File: src/rtl/vecdisp_pkg.sv
package vecdisp_pkg;
    typedef enum logic [1:0] {
        ST_IDLE,
        ST_READ,
        ST_WAIT,
        ST_FIN
    } disp_state_e;
endpackage

File: src/rtl/vd_addr_gen.sv
module vd_addr_gen #(
    parameter int          LEVEL_W    = 6,
    parameter int          NUM_LEVELS = 48,
    parameter int          ADDR_W     = 32,
    parameter logic [31:0] TABLE_BASE = 32'h8000_0040
) (
    input  logic [LEVEL_W-1:0] level_i,
    output logic [ADDR_W-1:0]  addr_o,
    output logic               in_range_o
);
    localparam int OFS_W = LEVEL_W + 2;

    logic [OFS_W-1:0] byte_ofs;

    always_comb begin
        byte_ofs   = {level_i, 2'b00};
        addr_o     = ADDR_W'(TABLE_BASE) + ADDR_W'(byte_ofs);
        in_range_o = (32'(level_i) < NUM_LEVELS);
    end
endmodule

File: src/rtl/vd_desc_decode.sv
module vd_desc_decode #(
    parameter int ADDR_W = 32,
    parameter int TYPE_W = 2
) (
    input  logic [ADDR_W-1:0] desc_i,
    output logic [ADDR_W-1:0] haddr_o,
    output logic [TYPE_W-1:0] htype_o,
    output logic              null_o
);
    always_comb begin
        haddr_o = {desc_i[ADDR_W-1:TYPE_W], {TYPE_W{1'b0}}};
        htype_o = desc_i[TYPE_W-1:0];
        null_o  = (desc_i == '0);
    end
endmodule

File: src/rtl/vec_dispatch.sv
module vec_dispatch #(
    parameter int          LEVEL_W    = 6,
    parameter int          NUM_LEVELS = 48,
    parameter int          ADDR_W     = 32,
    parameter logic [31:0] TABLE_BASE = 32'h8000_0040
) (
    input  logic               clk,
    input  logic               rst_n,
    input  logic               req,
    input  logic [LEVEL_W-1:0] level,
    output logic               busy,
    output logic               rd_en,
    output logic [ADDR_W-1:0]  rd_addr,
    input  logic [ADDR_W-1:0]  rd_data,
    output logic               done,
    output logic [ADDR_W-1:0]  hdl_addr,
    output logic [1:0]         hdl_type,
    output logic               is_null,
    output logic               lvl_err
);
    import vecdisp_pkg::*;

    localparam int TYPE_W   = 2;
    localparam int TBL_SPAN = NUM_LEVELS * 4;

    typedef struct packed {
        disp_state_e        state;
        logic               rd_en;
        logic [ADDR_W-1:0]  addr;
        logic               done;
        logic [ADDR_W-1:0]  haddr;
        logic [TYPE_W-1:0]  htype;
        logic               nul;
        logic               err;
    } disp_regs_t;

    disp_regs_t r_d, r_q;

    logic [ADDR_W-1:0] gen_addr;
    logic              gen_ok;
    logic [ADDR_W-1:0] dec_haddr;
    logic [TYPE_W-1:0] dec_htype;
    logic              dec_null;

    vd_addr_gen #(
        .LEVEL_W   (LEVEL_W),
        .NUM_LEVELS(NUM_LEVELS),
        .ADDR_W    (ADDR_W),
        .TABLE_BASE(TABLE_BASE)
    ) addr_gen_i (
        .level_i   (level),
        .addr_o    (gen_addr),
        .in_range_o(gen_ok)
    );

    vd_desc_decode #(
        .ADDR_W(ADDR_W),
        .TYPE_W(TYPE_W)
    ) decode_i (
        .desc_i (rd_data),
        .haddr_o(dec_haddr),
        .htype_o(dec_htype),
        .null_o (dec_null)
    );

    always_comb begin
        r_d       = r_q;
        r_d.rd_en = 1'b0;
        r_d.done  = 1'b0;
        unique case (r_q.state)
            ST_IDLE: begin
                if (req) begin
                    if (gen_ok) begin
                        r_d.state = ST_READ;
                        r_d.rd_en = 1'b1;
                        r_d.addr  = gen_addr;
                    end else begin
                        r_d.state = ST_FIN;
                        r_d.done  = 1'b1;
                        r_d.err   = 1'b1;
                        r_d.nul   = 1'b0;
                        r_d.haddr = '0;
                        r_d.htype = '0;
                    end
                end
            end
            ST_READ: r_d.state = ST_WAIT;
            ST_WAIT: begin
                r_d.state = ST_FIN;
                r_d.done  = 1'b1;
                r_d.haddr = dec_haddr;
                r_d.htype = dec_htype;
                r_d.nul   = dec_null;
                r_d.err   = 1'b0;
            end
            ST_FIN:  r_d.state = ST_IDLE;
            default: r_d.state = ST_IDLE;
        endcase
    end

    always_ff @(posedge clk) begin
        if (!rst_n) begin
            r_q <= '{state: ST_IDLE, rd_en: 1'b0, addr: '0, done: 1'b0,
                     haddr: '0, htype: '0, nul: 1'b0, err: 1'b0};
        end else begin
            r_q <= r_d;
        end
    end

    assign busy     = (r_q.state != ST_IDLE);
    assign rd_en    = r_q.rd_en;
    assign rd_addr  = r_q.addr;
    assign done     = r_q.done;
    assign hdl_addr = r_q.haddr;
    assign hdl_type = r_q.htype;
    assign is_null  = r_q.nul;
    assign lvl_err  = r_q.err;

    // read address aligned and within the table
    p_addr_in_table_r1: assert property (@(posedge clk) disable iff (!rst_n)
        rd_en |-> (rd_addr[1:0] == 2'b00) && (rd_addr >= ADDR_W'(TABLE_BASE))
                  && (rd_addr < ADDR_W'(TABLE_BASE) + ADDR_W'(TBL_SPAN)));

    p_rd_single_r2: assert property (@(posedge clk) disable iff (!rst_n)
        rd_en |=> !rd_en);

    p_done_single_r3: assert property (@(posedge clk) disable iff (!rst_n)
        done |=> !done);

    p_null_fields_r6: assert property (@(posedge clk) disable iff (!rst_n)
        (done && is_null) |-> (hdl_addr == '0) && (hdl_type == '0) && !lvl_err);

    p_err_no_read_r7: assert property (@(posedge clk) disable iff (!rst_n)
        (done && lvl_err) |-> !rd_en && !$past(rd_en));

    p_busy_cover_r8: assert property (@(posedge clk) disable iff (!rst_n)
        (done || rd_en) |-> busy);

    p_hold_outputs_r10: assert property (@(posedge clk) disable iff (!rst_n)
        !done |-> $stable(hdl_addr) && $stable(hdl_type)
                  && $stable(is_null) && $stable(lvl_err));
endmodule

File: config.mk
export PLATFORM = sky130hd
export DESIGN_NAME = vec_dispatch
export DESIGN_NICKNAME = d
export VERILOG_FILES = /design/src/rtl/vecdisp_pkg.sv /design/src/rtl/vd_addr_gen.sv /design/src/rtl/vd_desc_decode.sv /design/src/rtl/vec_dispatch.sv
export SDC_FILE = /design/constraint.sdc
export NUM_CORES = 1
export LEC_CHECK = 0
export BUFFER_PORTS_ARGS = -buffer_cell sky130_fd_sc_hd__buf_2
export CORE_ASPECT_RATIO = 1.4
export CORE_MARGIN = 2
export CORE_UTILIZATION = 49
export CTS_CLUSTER_DIAMETER = 80
export DETAILED_ROUTE_END_ITERATION = 7
export PLACE_DENSITY = 0.88
export SETUP_SLACK_MARGIN = 0.4
export SYNTH_ARGS = -nofsm -noshare
export SYNTH_HDL_FRONTEND = slang
export SYNTH_HIERARCHICAL = 1
export SYNTH_SLANG_ARGS = --single-unit
File: constraint.sdc
create_clock -name clk -period 1.3 [get_ports clk]
set_input_delay 0 -clock clk [delete_from_list [all_inputs] [get_ports clk]]
set_output_delay 0 -clock clk [all_outputs]
set_load 0.01 [all_outputs]
======== Word-level counts from Yosys, hierarchy flattened ========
Cells that the tools add are included.
storage, ports and cells
  output and inout port bits .............. 71
  bits of input ports ..................... 41
  word-level logic and storage cells ...... 28
  flip-flop bits (word level) ............. 72
cells by class
  equality and inequality tests ........... 5
  $add $sub $neg .......................... 1
  reductions and logical operators ........ 7
  muxes and demuxes ....................... 6
  $lt $le $gt $ge ......................... 1
operators by type and width
  operator                                                          number
  37-bit case mux with 2 select lines                               1
  72-bit 2-to-1 mux                                                 1
  37-bit 2-to-1 mux                                                 1
  33-bit 2-to-1 mux                                                 1
  32-bit by 8-bit adder with 32-bit output (first input constant)   1
  32-bit zero test                                                  1
  3-bit AND reduction                                               3
  2-bit case mux with 4 select lines                                1
  6-bit < comparator (second input constant)                        1
  2-bit == test (second input constant)                             2
  2-bit != test (second input constant)                             2
  2-bit nonzero test                                                2
  2-bit by 1-bit == test with 1-bit output (second input constant)  1
  2-bit zero test                                                   1
  2-bit 2-to-1 mux                                                  1

======== Depth between registers and ports, before layout ========
  depth in word-level cells ............... 4
  gate-level depth with buffers ........... 7
  depth with buffers taken out ............ 5

======== Modules after synthesis ========
Netlist, hierarchy kept.
by module, submodules not included
  module          sequential area each (sq um)  cells an instance  times used  area each (sq um)
  vec_dispatch    1441.4                        390                1           3520.9
  vd_desc_decode  0.0                           46                 1           331.6
  vd_addr_gen     0.0                           35                 1           257.7

======== Worst setup path before layout ========
OpenSTA, ideal clock, no wires.
  kind .................................... reg-to-reg
  from .................................... reg r_q[70] in the netlist's numbering
  to ...................................... reg r_q, in the netlist hdl_addr[10]
  clock period less this slack ............ 1.427 ns
  setup time .............................. 0.072 ns
  path slack .............................. -0.127 ns
  cell stages (with the launch flop) ...... 8
  required time ........................... 1.228 ns
  arrival ................................. 1.355 ns
  buffers on the path ..................... 2
  cell sequence ........................... dfxtp_1 -> inv_1 -> ha_1 -> nand2b_4 -> a21oi_2 -> buf_6 -> buf_12 -> mux2i_1
on the way
  longest elaborated chain between the ends .. 3
RTL lines
  element                                                        RTL line             source
  from (decl)                                                    vec_dispatch.sv:37   disp_regs_t r_d, r_q;
  from (signal assigned)                                         vec_dispatch.sv:103  r_q <= '{state: ST_IDLE, rd_en: 1'b0, addr: '0, done: 1'b0,
  from (signal assigned)                                         vec_dispatch.sv:106  r_q <= r_d;
  2-bit zero test or 2-bit == test (tied branches)               vec_dispatch.sv:70   unique case (r_q.state)
  2-bit != test (no line) or 2-bit nonzero test (tied branches)  n/a
  3-bit AND reduction (no line)                                  n/a
Several ways; a longest one is shown, not always the timed one.
A chain may end at the register's enable or synchronous reset.

======== Worst setup path in the final report ========
  from .................................... reg r_q[71] in the netlist's numbering
  to ...................................... reg r_q, in the netlist hdl_addr[8]
The elaborated chain is that of the path after synthesis.

==> impl_table.tex <==
\begin{tabular}{lr}
\hline
Metric & Value \\
\hline
\multicolumn{2}{l}{\textbf{Layout}} \\
\quad Area occupied by multi-input gates & 1670 sq um \\
\quad Net count of the finished layout & 570 \\
\quad Fraction of final layout cells with drive strength greater than 1 & 38.4\% \\
\quad Number of antenna repair diodes & 0 \\
\quad Number of filler instances in the final layout & 663 \\
\quad Sequential cell area in the final layout & 1440 sq um \\
\quad Layout overhead on the synthesized area & 17.4\% \\
\quad Area of all placed cells without fillers & 4820 sq um \\
\quad Post-route insts no fill & 630 \\
\multicolumn{2}{l}{\textbf{Synth}} \\
\quad Post-Synthesis Cell Area & 4110 sq um \\
\quad Number of synthesized flops with an enable pin & 0 \\
\quad Average cell area after synthesis & 8.73 sq um \\
\quad Most common library cells after synthesis & 131 x sky130\_fd\_sc\_hd\_\_buf\_4, 101 x sky130\_fd\_sc\_hd\_\_nand2\_1, 72 x sky130\_fd\_sc\_hd\_\_dfxtp\_1 \\
\quad Count of synthesis-stage warnings from yosys & 6 \\
\quad Synthesized netlist cell count & 471 \\
\quad Ys flop type & sky130\_fd\_sc\_hd\_\_dfxtp\_1 \\
\quad Top area cells in the synthesized netlist & sky130\_fd\_sc\_hd\_\_dfxtp\_1 35\%, sky130\_fd\_sc\_hd\_\_buf\_4 24\%, sky130\_fd\_sc\_hd\_\_nand2\_1 9.2\% \\
\quad Cell type contributing the most total cell area after synthesis & sky130\_fd\_sc\_hd\_\_dfxtp\_1 \\
\quad Share of synthesized area occupied by flip-flops and latches & 35.1\% \\
\quad Most common cell in the synthesized netlist & sky130\_fd\_sc\_hd\_\_buf\_4 \\
\quad Count of state elements after synthesis & 72 \\
\quad Unique masters post-synth & 33 \\
\quad Yosys top cell area share & 35.1\% \\
\quad Proportion of register bits with asynchronous set or reset after synthesis & 0\% \\
\multicolumn{2}{l}{\textbf{Critical path}} \\
\quad Maximum fanout along the worst path & 24 \\
\quad Critical Path Start Type & register \\
\quad Crit path DAT & 1690 ps \\
\quad Setup slack, reg-to-reg & -140 ps \\
\quad Crit end category & register \\
\quad Worst setup path category & register to register \\
\quad Endpoint required time on the critical path & 1550 ps \\
\multicolumn{2}{l}{\textbf{Power and ir drop}} \\
\quad Worst ir drop on vdd & 0.000847 V \\
\quad Switching Power & 0.00140 W \\
\quad Internal power & 0.00443 W \\
\quad P per Cell Area & 1210 nW/um\^{}2 \\
\quad Lkg Pwr & 2.12 nW \\
\quad Part of the total power dissipated in the clock network & 43.0\% \\
\quad Overall power of the completed layout & 0.00583 W \\
\quad Combinational share of power & 16.8\% \\
\quad Sw Share & 24.1\% \\
\quad Relative contribution of sequential cells to total power & 40.2\% \\
\multicolumn{2}{l}{\textbf{Global route}} \\
\quad Global-route wire length before repair & 13.8 mm \\
\quad Overflow left after global routing & 0 \\
\quad Total Routing Usage GR & 19.7\% \\
\quad Initial antenna violation count & 0 \\
\quad Via count of the first global-routing pass & 3066 \\
\quad Pin count of the biggest net entering global routing & 51 \\
\multicolumn{2}{l}{\textbf{Routing}} \\
\quad Routed Wire Length & 8.92 mm \\
\quad 1st-pass router iterations & 4 \\
\quad Count of unresolved DRC violations after routing & 0 \\
\quad Vias per cell & 4.80 \\
\quad Number of design-rule violations left by the first detailed-router iteration & 95 \\
\quad Post-DR wirelength/cell & 14.2 um \\
\quad Total via count in the routed design & 3024 \\
\quad Number of nets with antenna violations after detailed routing & 0 \\
\multicolumn{2}{l}{\textbf{STA}} \\
\quad Final Worst Setup Slack & -144 ps \\
\quad Skew final & 3.99 ps \\
\quad Achievable frequency & 0.692 GHz \\
\quad Worst hold slack across all endpoints & 35.6 ps \\
\quad Sum Neg Setup Slack & -5270 ps \\
\quad Setup repair after global routing missed its margin & yes \\
\quad Min Clock Period, post-route & 1440 ps \\
\quad Setup-violating endpoint count in the final report & 64 \\
\quad Post-route clock period utilization & 111\% \\
\quad Slew Viols, Final & 0 \\
\quad Final Hold Vio Count & 0 \\
\multicolumn{2}{l}{\textbf{Floorplanning}} \\
\quad Chip height & 112 um \\
\quad Floorplan row count & 39 \\
\quad Starting Density & 50.4\% \\
\quad I/O pin count & 112 \\
\quad Area of the core & 8150 sq um \\
\quad Horizontal die dimension & 81.4 um \\
\quad Die area & 9150 sq um \\
\multicolumn{2}{l}{\textbf{Clock tree}} \\
\quad Clock-pin slew reported for the worst setup and hold paths after clock tree synthesis & 50 ps \\
\quad Clock insertion delay at the later pin of the skew report & 330 ps \\
\quad Maximum root-to-sink buffer count & 2 \\
\quad Number of clock sinks & 72 \\
\quad Root buf cell & sky130\_fd\_sc\_hd\_\_clkbuf\_16 \\
\quad CTS tree & done \\
\quad CTS H-tree depth & 3 \\
\quad Number of CTS-inserted buffers & 9 \\
\multicolumn{2}{l}{\textbf{Placement}} \\
\quad I/O Buffers & 111 \\
\quad Number of cells after detailed placement & 565 \\
\quad Cell Area, Placed & 3830 sq um \\
\quad Final weighted congestion in routability-driven placement & 0.730 \\
\quad Half-perimeter wire length after detailed placement & 5.31 mm \\
\multicolumn{2}{l}{\textbf{Status}} \\
\quad Violated checks & negative setup slack \\
\quad Run status & finished with violations \\
\multicolumn{2}{l}{\textbf{Job}} \\
\quad Max-cap violations & 0 \\
\multicolumn{2}{l}{\textbf{Min path}} \\
\quad Path category of the worst min-delay check & primary input to register \\
\hline
\end{tabular}
-- flip-flops by register name (all words and copies together), names as in the netlist --
signal,cells
hdl_addr,32
rd_addr,32
hdl_type,2
r_q,2
done,1
is_null,1
lvl_err,1
rd_en,1
-- per-layer routing --
| metal | up-vias | routed length [um] | global-route usage (%) |
|---|---|---|---|
| met5 | - | 0 | 0 |
| li1 | 1482 | - | - |
| met2 | 104 | 4720 | 36.5 |
| met4 | 0 | 288 | 11.4 |
| met3 | 22 | 531 | 4.26 |
| met1 | 1416 | 3380 | 19.4 |
-- power groups by stage --
stage                     registers [W]  clock network (W)  logic [W]
final                           0.00234            0.00251   0.000983
after global routing            0.00235            0.00264    0.00107
after CTS                       0.00234            0.00256   0.000937
after detailed placement        0.00238                  0   0.000687
after global placement          0.00238                  0   0.000664
after floorplan                 0.00237                  0   0.000725
-- worst paths after layout --
| kind | startpoint | endpoint | cells after the start |
|---|---|---|---|
| worst max-delay path | r_q[71] | hdl_addr[8] | 6 |
| worst min register to register | rd_addr[0] | rd_addr[0] | 2 |
| worst max register to register | r_q[71] | hdl_addr[8] | 6 |
| worst min-delay path | req | r_q[70] | 3 |
-- worst max-delay path, cell delays in order, from the launching register on --
cell and delay, ps:
sky130_fd_sc_hd__dfxtp_2 350, sky130_fd_sc_hd__inv_2 60, sky130_fd_sc_hd__ha_4 160, sky130_fd_sc_hd__nand2b_4 150, sky130_fd_sc_hd__a21oi_4 190, sky130_fd_sc_hd__buf_12 220
sky130_fd_sc_hd__mux2i_1 230
-- metrics by stage --
stage / setup WS [ps] / utilization, %
detailed placement: -122 / 47.0
CTS: -148 / 58.2
global route: -215 / 59.2
floorplan: -52.2 / -
finish: -144 / 59.2
global placement: -46.0 / 47.0
-- cell type report --
class	instances	area share, %
clock buffer	13	5.60
clock inverter	2	0.778
inverter	5	0.441
multi-input combinational	263	34.6
sequential	72	29.9
tap	102	2.65
timing repair buffer	173	26.0
-- cell usage in the layout, fill, tap and decap left out, drive strengths merged, types with 5 or more instances in the layout --
cell / n
a21boi: 34
buf: 136
clkbuf: 13
conb: 27
dfxtp: 72
dlygate4sd3: 37
ha: 5
inv: 5
mux2i: 35
nand2: 101
nand3: 36
nor4: 8
-- cell families (layout without fill, tap and decap cells) --
group,after synthesis,in the layout,share of synthesized area [%]
other,3,27,0.274
buffers and inverters,161,193,30.4
muxes,35,35,8.52
and+or+nand+nor,155,156,17.0
AOI/OAI and AO/OA,40,40,7.18
DFF,72,72,35.1
adders and majority gates,5,5,1.52
-- timing repair --
| action | 4_1_cts | 5_1_grt |
|---|---|---|
| pin swaps | 28 | 6 |
| gates cloned | 4 | 0 |
| setup endpoints to repair | 73 | 73 |
| gates resized for setup | 36 | 22 |
| hold buffers | 37 | 0 |
| hold endpoints to repair | 37 | 0 |
| setup buffers | 8 | 1 |
Note: power is estimated with default switching activity, not from simulation.
